<file path="src/rtl/agen_pkg.sv">
package agen_pkg;

  typedef enum logic [2:0] {
    RI_FB    = 3'd0,
    RI_CB    = 3'd1,
    RI_CUR   = 3'd2,
    RI_RSV   = 3'd3,
    RI_VID   = 3'd4,
    RI_DELTA = 3'd5,
    RI_BASE  = 3'd6,
    RI_LEN   = 3'd7
  } reg_idx_e;

  // Low n bits set.
  function automatic logic [31:0] low_ones(input int unsigned n);
    return (32'd1 << n) - 32'd1;
  endfunction

  // Advance a byte offset by a DWORD count, wrapping inside the aperture.
  function automatic logic [31:0] dword_step(input logic [31:0] ofs,
                                             input logic [31:0] dwords,
                                             input int unsigned ofs_w);
    return (ofs + (dwords << 2)) & low_ones(ofs_w);
  endfunction

  // Writable bits of each register.
  function automatic logic [31:0] reg_mask(input logic [2:0] idx,
                                           input int unsigned ofs_w,
                                           input int unsigned delta_w,
                                           input int unsigned len_w,
                                           input int unsigned cb_lsb);
    logic [31:0] m;
    case (reg_idx_e'(idx))
      RI_FB:    m = low_ones(ofs_w);
      RI_CB,
      RI_VID:   m = low_ones(ofs_w) & ~32'hF;
      RI_CUR:   m = low_ones(ofs_w) & ~32'h3;
      RI_DELTA: m = (low_ones(delta_w) << cb_lsb) | low_ones(delta_w);
      RI_BASE:  m = ~low_ones(ofs_w);
      RI_LEN:   m = low_ones(len_w);
      default:  m = 32'd0;
    endcase
    return m;
  endfunction

endpackage

</file>
<file path="src/rtl/agen_regs.sv">
module agen_regs
  import agen_pkg::*;
#(
  parameter int DATA_W  = 32,
  parameter int OFS_W   = 22,
  parameter int DELTA_W = 10,
  parameter int LEN_W   = 10,
  parameter int CB_LSB  = 12
) (
  input  logic                     clk,
  input  logic                     rst_n,
  input  logic                     we,
  input  logic [2:0]               idx,
  input  logic [DATA_W-1:0]        wdata,
  output logic [DATA_W-1:0]        rdata,
  output logic [OFS_W-1:0]         fb_ofs,
  output logic [OFS_W-1:0]         cb_ofs,
  output logic [OFS_W-1:0]         cur_ofs,
  output logic [DELTA_W-1:0]       fb_delta,
  output logic [DELTA_W-1:0]       cb_delta,
  output logic [DATA_W-OFS_W-1:0]  base,
  output logic [LEN_W-1:0]         line_len
);
  localparam int NREG = 8;

  logic [DATA_W-1:0] regq [NREG];

  always_ff @(posedge clk) begin
    if (!rst_n) begin
      for (int i = 0; i < NREG; i++) regq[i] <= '0;
    end else if (we) begin
      regq[idx] <= wdata & DATA_W'(reg_mask(idx, OFS_W, DELTA_W, LEN_W, CB_LSB));
    end
  end

  assign rdata    = regq[idx];
  assign fb_ofs   = regq[RI_FB][OFS_W-1:0];
  assign cb_ofs   = regq[RI_CB][OFS_W-1:0];
  assign cur_ofs  = regq[RI_CUR][OFS_W-1:0];
  assign fb_delta = regq[RI_DELTA][DELTA_W-1:0];
  assign cb_delta = regq[RI_DELTA][CB_LSB+DELTA_W-1:CB_LSB];
  assign base     = regq[RI_BASE][DATA_W-1:OFS_W];
  assign line_len = regq[RI_LEN][LEN_W-1:0];

endmodule

</file>
<file path="src/rtl/agen_line_ptr.sv">
module agen_line_ptr
  import agen_pkg::*;
#(
  parameter int OFS_W   = 22,
  parameter int DELTA_W = 10
) (
  input  logic               clk,
  input  logic               rst_n,
  input  logic               frame_start,
  input  logic               line_start,
  input  logic [OFS_W-1:0]   start,
  input  logic [DELTA_W-1:0] delta,
  output logic [OFS_W-1:0]   next_ptr,
  output logic [OFS_W-1:0]   cur_ptr
);
  // next_ptr: start of the line the next line_start launches.
  // cur_ptr : start of the line launched last.
  always_ff @(posedge clk) begin
    if (!rst_n) begin
      next_ptr <= '0;
      cur_ptr  <= '0;
    end else if (frame_start) begin
      next_ptr <= start;
    end else if (line_start) begin
      cur_ptr  <= next_ptr;
      next_ptr <= OFS_W'(dword_step(32'(next_ptr), 32'(delta), OFS_W));
    end
  end

endmodule

</file>
<file path="src/rtl/agen_walker.sv">
module agen_walker
  import agen_pkg::*;
#(
  parameter int OFS_W = 22,
  parameter int LEN_W = 10
) (
  input  logic             clk,
  input  logic             rst_n,
  input  logic             frame_start,
  input  logic             line_start,
  input  logic [OFS_W-1:0] line_ptr,
  input  logic [LEN_W-1:0] len,
  output logic             busy,
  output logic [OFS_W-1:0] ptr,
  output logic             last
);
  logic [LEN_W-1:0] cnt;

  assign last = busy && (LEN_W'(cnt + 1'b1) == len);

  always_ff @(posedge clk) begin
    if (!rst_n) begin
      busy <= 1'b0;
      cnt  <= '0;
      ptr  <= '0;
    end else if (frame_start) begin
      busy <= 1'b0;
    end else if (line_start) begin
      busy <= (len != '0);
      cnt  <= '0;
      ptr  <= line_ptr;
    end else if (busy) begin
      busy <= !last;
      cnt  <= LEN_W'(cnt + 1'b1);
      ptr  <= OFS_W'(dword_step(32'(ptr), 32'd1, OFS_W));
    end
  end

endmodule

</file>
<file path="src/rtl/agen_cursor.sv">
module agen_cursor
  import agen_pkg::*;
#(
  parameter int OFS_W = 22
) (
  input  logic             clk,
  input  logic             rst_n,
  input  logic             restart,
  input  logic             step,
  input  logic [OFS_W-1:0] start,
  output logic [OFS_W-1:0] ptr
);
  always_ff @(posedge clk) begin
    if (!rst_n)       ptr <= '0;
    else if (restart) ptr <= start;
    else if (step)    ptr <= OFS_W'(dword_step(32'(ptr), 32'd1, OFS_W));
  end

endmodule

</file>
<file path="src/rtl/dbuf_scan_agen.sv">
module dbuf_scan_agen #(
  parameter int DATA_W  = 32,
  parameter int OFS_W   = 22,
  parameter int DELTA_W = 10,
  parameter int LEN_W   = 10,
  parameter int CB_LSB  = 12
) (
  input  logic              clk,
  input  logic              rst_n,
  input  logic              reg_we,
  input  logic [2:0]        reg_idx,
  input  logic [DATA_W-1:0] reg_wdata,
  output logic [DATA_W-1:0] reg_rdata,
  input  logic              frame_start,
  input  logic              line_start,
  input  logic              cur_restart,
  input  logic              cur_step,
  output logic              fetch_valid,
  output logic [DATA_W-1:0] fetch_addr,
  output logic [DATA_W-1:0] fb_line_addr,
  output logic [DATA_W-1:0] cb_line_addr,
  output logic [DATA_W-1:0] cur_addr,
  output logic [3:0]        pix_offset
);
  localparam int BASE_W = DATA_W - OFS_W;
  localparam int NBUF   = 2;   // 0: frame buffer, 1: compressed buffer

  logic [OFS_W-1:0]   fb_ofs, cb_ofs, cur_ofs;
  logic [DELTA_W-1:0] fb_delta, cb_delta;
  logic [BASE_W-1:0]  base;
  logic [LEN_W-1:0]   line_len;

  agen_regs #(
    .DATA_W(DATA_W), .OFS_W(OFS_W), .DELTA_W(DELTA_W),
    .LEN_W(LEN_W), .CB_LSB(CB_LSB)
  ) u_regs (
    .clk(clk), .rst_n(rst_n), .we(reg_we), .idx(reg_idx),
    .wdata(reg_wdata), .rdata(reg_rdata),
    .fb_ofs(fb_ofs), .cb_ofs(cb_ofs), .cur_ofs(cur_ofs),
    .fb_delta(fb_delta), .cb_delta(cb_delta),
    .base(base), .line_len(line_len)
  );

  logic [OFS_W-1:0]   lp_start [NBUF];
  logic [DELTA_W-1:0] lp_delta [NBUF];
  logic [OFS_W-1:0]   lp_next  [NBUF];
  logic [OFS_W-1:0]   lp_cur   [NBUF];

  assign lp_start[0] = {fb_ofs[OFS_W-1:4], 4'b0000};
  assign lp_start[1] = cb_ofs;
  assign lp_delta[0] = fb_delta;
  assign lp_delta[1] = cb_delta;

  for (genvar g = 0; g < NBUF; g++) begin : g_lp
    agen_line_ptr #(.OFS_W(OFS_W), .DELTA_W(DELTA_W)) u_lp (
      .clk(clk), .rst_n(rst_n),
      .frame_start(frame_start), .line_start(line_start),
      .start(lp_start[g]), .delta(lp_delta[g]),
      .next_ptr(lp_next[g]), .cur_ptr(lp_cur[g])
    );
  end

  // Named events for the checker.
  logic             walk_last;
  logic [OFS_W-1:0] fb_next;
  logic [OFS_W-1:0] walk_ptr;
  logic [OFS_W-1:0] cur_ptr;

  assign fb_next = lp_next[0];

  agen_walker #(.OFS_W(OFS_W), .LEN_W(LEN_W)) u_walk (
    .clk(clk), .rst_n(rst_n),
    .frame_start(frame_start), .line_start(line_start),
    .line_ptr(fb_next), .len(line_len),
    .busy(fetch_valid), .ptr(walk_ptr), .last(walk_last)
  );

  agen_cursor #(.OFS_W(OFS_W)) u_cur (
    .clk(clk), .rst_n(rst_n), .restart(cur_restart), .step(cur_step),
    .start(cur_ofs), .ptr(cur_ptr)
  );

  assign fetch_addr   = {base, walk_ptr};
  assign fb_line_addr = {base, lp_cur[0]};
  assign cb_line_addr = {base, lp_cur[1]};
  assign cur_addr     = {base, cur_ptr};
  assign pix_offset   = fb_ofs[3:0];

endmodule

</file>
<file path="config.mk">
export PLATFORM = sky130hd
export DESIGN_NAME = dbuf_scan_agen
export DESIGN_NICKNAME = d
export VERILOG_FILES = /design/src/rtl/agen_pkg.sv /design/src/rtl/agen_regs.sv /design/src/rtl/agen_line_ptr.sv /design/src/rtl/agen_walker.sv /design/src/rtl/agen_cursor.sv /design/src/rtl/dbuf_scan_agen.sv
export SDC_FILE = /design/constraint.sdc
export NUM_CORES = 1
export LEC_CHECK = 0
export ABC_AREA = 1
export ABC_CLOCK_PERIOD_IN_PS = 2300
export BUFFER_PORTS_ARGS = -buffer_cell sky130_fd_sc_hd__buf_2
export CORE_AREA = 10 10 241 243
export DETAILED_ROUTE_END_ITERATION = 10
export DIE_AREA = 0 0 251 253
export MAX_ROUTING_LAYER = met4
export PLACE_DENSITY = 0.61
export SYNTH_ARGS = -nofsm -noshare
export SYNTH_HDL_FRONTEND = slang
export SYNTH_HIERARCHICAL = 1
export SYNTH_SLANG_ARGS = --single-unit
</file>
<file path="constraint.sdc">
create_clock -name clk -period 2.3 [get_ports clk]
set_clock_uncertainty 0.2 [all_clocks]
set_input_delay 0.115 -clock clk [delete_from_list [all_inputs] [get_ports clk]]
set_output_delay 0.115 -clock clk [all_outputs]
set_load 0.1 [all_outputs]
</file>
==> impl_metrics.py <==
metrics = {
    "routing": {
        "ant_nets": 0,
        "num_vias": 17960,
        "drtIter0Drc": 1489,
        "wl_per_cell_um": 17.92,
        "viasPerCell": 4.928,
        "first_pass_iters": 6,
        "drc": 0,
        "wl_mm": 65.32,
    },
    "power": {
        "max-vdd-ir-drop_mv": 0.7148,
        "clockPowerShare_pct": 36.7,
        "power_frac_comb_pct": 20.0,
        "cellLeakagePower_nw": 11.56,
        "power_density_nw_per_um2": 788.7,
        "netSwitchingPower_mw": 6.322,
        "p_seq_share_pct": 43.2,
        "intPower_mw": 13.33,
        "switching_share_pct": 32.17,
    },
    "cts": {
        "htreeDepth": 2,
        "clk_path_buf_depth": 3,
        "clkSinkCount": 399,
        "cts_tree": "done",
        "clk_pin_slew_ns": 0.06,
        "clkLatencyLatePin_ns": 0.59,
        "cts-buffers-inserted": 46,
        "root_buffer": "clkbuf_16",
    },
    "yosys": {
        "syn_avg_cell_area_um2": 7.935,
        "synth.cell_area_um2": 20990,
        "ys.warnings.count": 6,
        "syn_inst": 2645,
    },
    "place": {
        "hpwl_mm": 47.32,
        "dpl.cell_count": 3514,
        "placed_cell_area_um2": 22990,
        "place_ws_ns": 0.1257,
        "port_buffers": 206,
        "gp_routability_congestion": 0.9060,
    },
    "critical_path": {
        "cp-end-kind": "output port",
        "cp.required_ns": 1.99,
        "path_max_fanout": 2,
        "critPathKind": "flip-flop to output port",
        "cp-start-kind": "flip-flop",
        "cp.arrival_ns": 1.88,
    },
    "floorplanning": {
        "ios": 207,
        "fp.coreArea_um2": 53280,
        "die_area_um2": 63500,
        "initial_utilization_pct": 39.39,
        "die_w_um": 251,
        "rows": 85,
        "die_h_um": 253,
    },
    "global_route": {
        "antenna_found_initial": 3,
        "grt_pass1_wl_mm": 100.3,
        "grt_overflow": 0,
        "grt_max_degree": 52,
        "grt_use_total_pct": 20.58,
        "grt_pass1_vias": 17480,
    },
    "finish": {
        "final_area_um2": 24920,
        "nNetsFinal": 2976,
        "area_growth_pct": 18.72,
        "finalNonFillerCells": 3645,
        "drive_above_1_share_pct": 14.36,
    },
    "timing": {
        "fin_tns_setup_ns": 0,
        "fin_crit_ns": 2.200,
        "period_share_pct": 95.63,
        "timing.slew.headroom_pct": 47.02,
        "drv_slew": 0,
        "holdWs_ns": 0.08495,
        "fmax_ghz": 0.4546,
        "rsz0062_at_grt": "no",
        "hold_violations": 0,
        "final.setup.worst_slack_ns": 0.1005,
        "setup_viol": 0,
        "tightest_slew_ns": 0.7939,
    },
    "status": {
        "outcome": "finished, final reports clean",
    },
    "flow_run": {
        "drv_cap": 0,
    },
    "hold_path": {
        "hp-class": "input pin to flip-flop",
    },
}
-- path summary, 6_finish.rpt --
kind / from / to / slack [ns] / cells after the start
worst max-delay path: u_regs/regq[5][7] / reg_rdata[7] / 0.10 / 7
worst min-delay path: reg_idx[1] / u_regs/regq[4][21] / 0.08 / 5
worst max register to register: u_regs/regq[5][0] / g_lp[0].u_lp/next_ptr[8] / 0.15 / 11
worst min register to register: g_lp[0].u_lp/cur_ptr[18] / g_lp[0].u_lp/cur_ptr[18] / 0.26 / 2
-- power by group through the flow --
| stage | clock (mW) | sequential (mW) | combinational [mW] |
|---|---|---|---|
| after CTS | 7.38 | 8.50 | 3.93 |
| after floorplan | 0 | 9.08 | 2.38 |
| after global placement | 0 | 8.62 | 3.85 |
| after global routing | 7.64 | 8.54 | 4.22 |
| final | 7.22 | 8.49 | 3.94 |
| after detailed placement | 0 | 8.64 | 3.85 |
-- cell usage in the layout, fill, tap and decap left out, types with 14 or more instances in the layout --
cell / count
nor2_1: 274
buf_2: 173
a22oi_1: 39
o21ai_0: 54
clkbuf_16: 47
buf_4: 58
ha_1: 21
nand2_1: 1070
inv_2: 14
conb_1: 142
nand3_1: 112
edfxtp_1: 256
nand4_1: 21
a21oi_1: 72
nand2_2: 14
clkbuf_1: 20
buf_12: 43
dfxtp_1: 134
dlygate4sd3_1: 42
a31oi_1: 27
inv_1: 150
-- what timing repair did --
| item | in CTS | in global routing |
|---|---|---|
| resized for setup | 2 | 8 |
| endpoints found under the setup margin | 2 | 8 |
| setup buffers | 0 | 1 |
| pin swaps | 0 | 1 |
| hold endpoints to repair | 187 | 0 |
| hold buffers | 42 | 0 |
-- sequential cells by signal, indices dropped and copies added (netlist names) --
name / cells
g_lp.u_lp/next_ptr: 44
g_lp.u_lp/cur_ptr: 44
u_walk/ptr: 22
u_regs/regq: 256
u_walk/cnt: 10
u_cur/ptr: 22
u_walk/busy: 1
-- metrics by stage --
| stage | util (%) | power (mW) |
|---|---|---|
| 2_1_floorplan | - | 11.46 |
| 3_3_place_gp | 43.15 | 12.48 |
| 3_5_place_dp | 43.15 | 12.50 |
| 4_1_cts | 46.70 | 19.81 |
| 5_1_grt | 46.77 | 20.41 |
| 6_report | 46.77 | 19.65 |
-- layer usage --
layer,up-vias,part of all wire [%],GRT usage (%)
li1,8808,-,-
met1,8414,44,26.62
met2,622,45,31.84
met3,118,7.2,3.486
met4,0,3.6,7.797
met5,-,0,-
-- final cells by class --
class	count	area, um2
diodes	3	7.507
inverters	169	641.9
flip-flops and latches	399	10560
clock inverters	12	136.4
multi-input cells	1976	8776
repair buffers	317	2590
well taps	696	870.8
fillers	5193	28360
clock buffers	73	1334
-- worst max-delay path, stage by stage, from the launching register on --
cell and delay, ns:
edfxtp_1 0.41, nand2_1 0.10, nand2_1 0.08, nand2_1 0.07
nand2_1 0.09, nand2_1 0.05, nand2_1 0.15, clkbuf_4 0.36
Note: power is estimated with default switching activity, not from simulation.
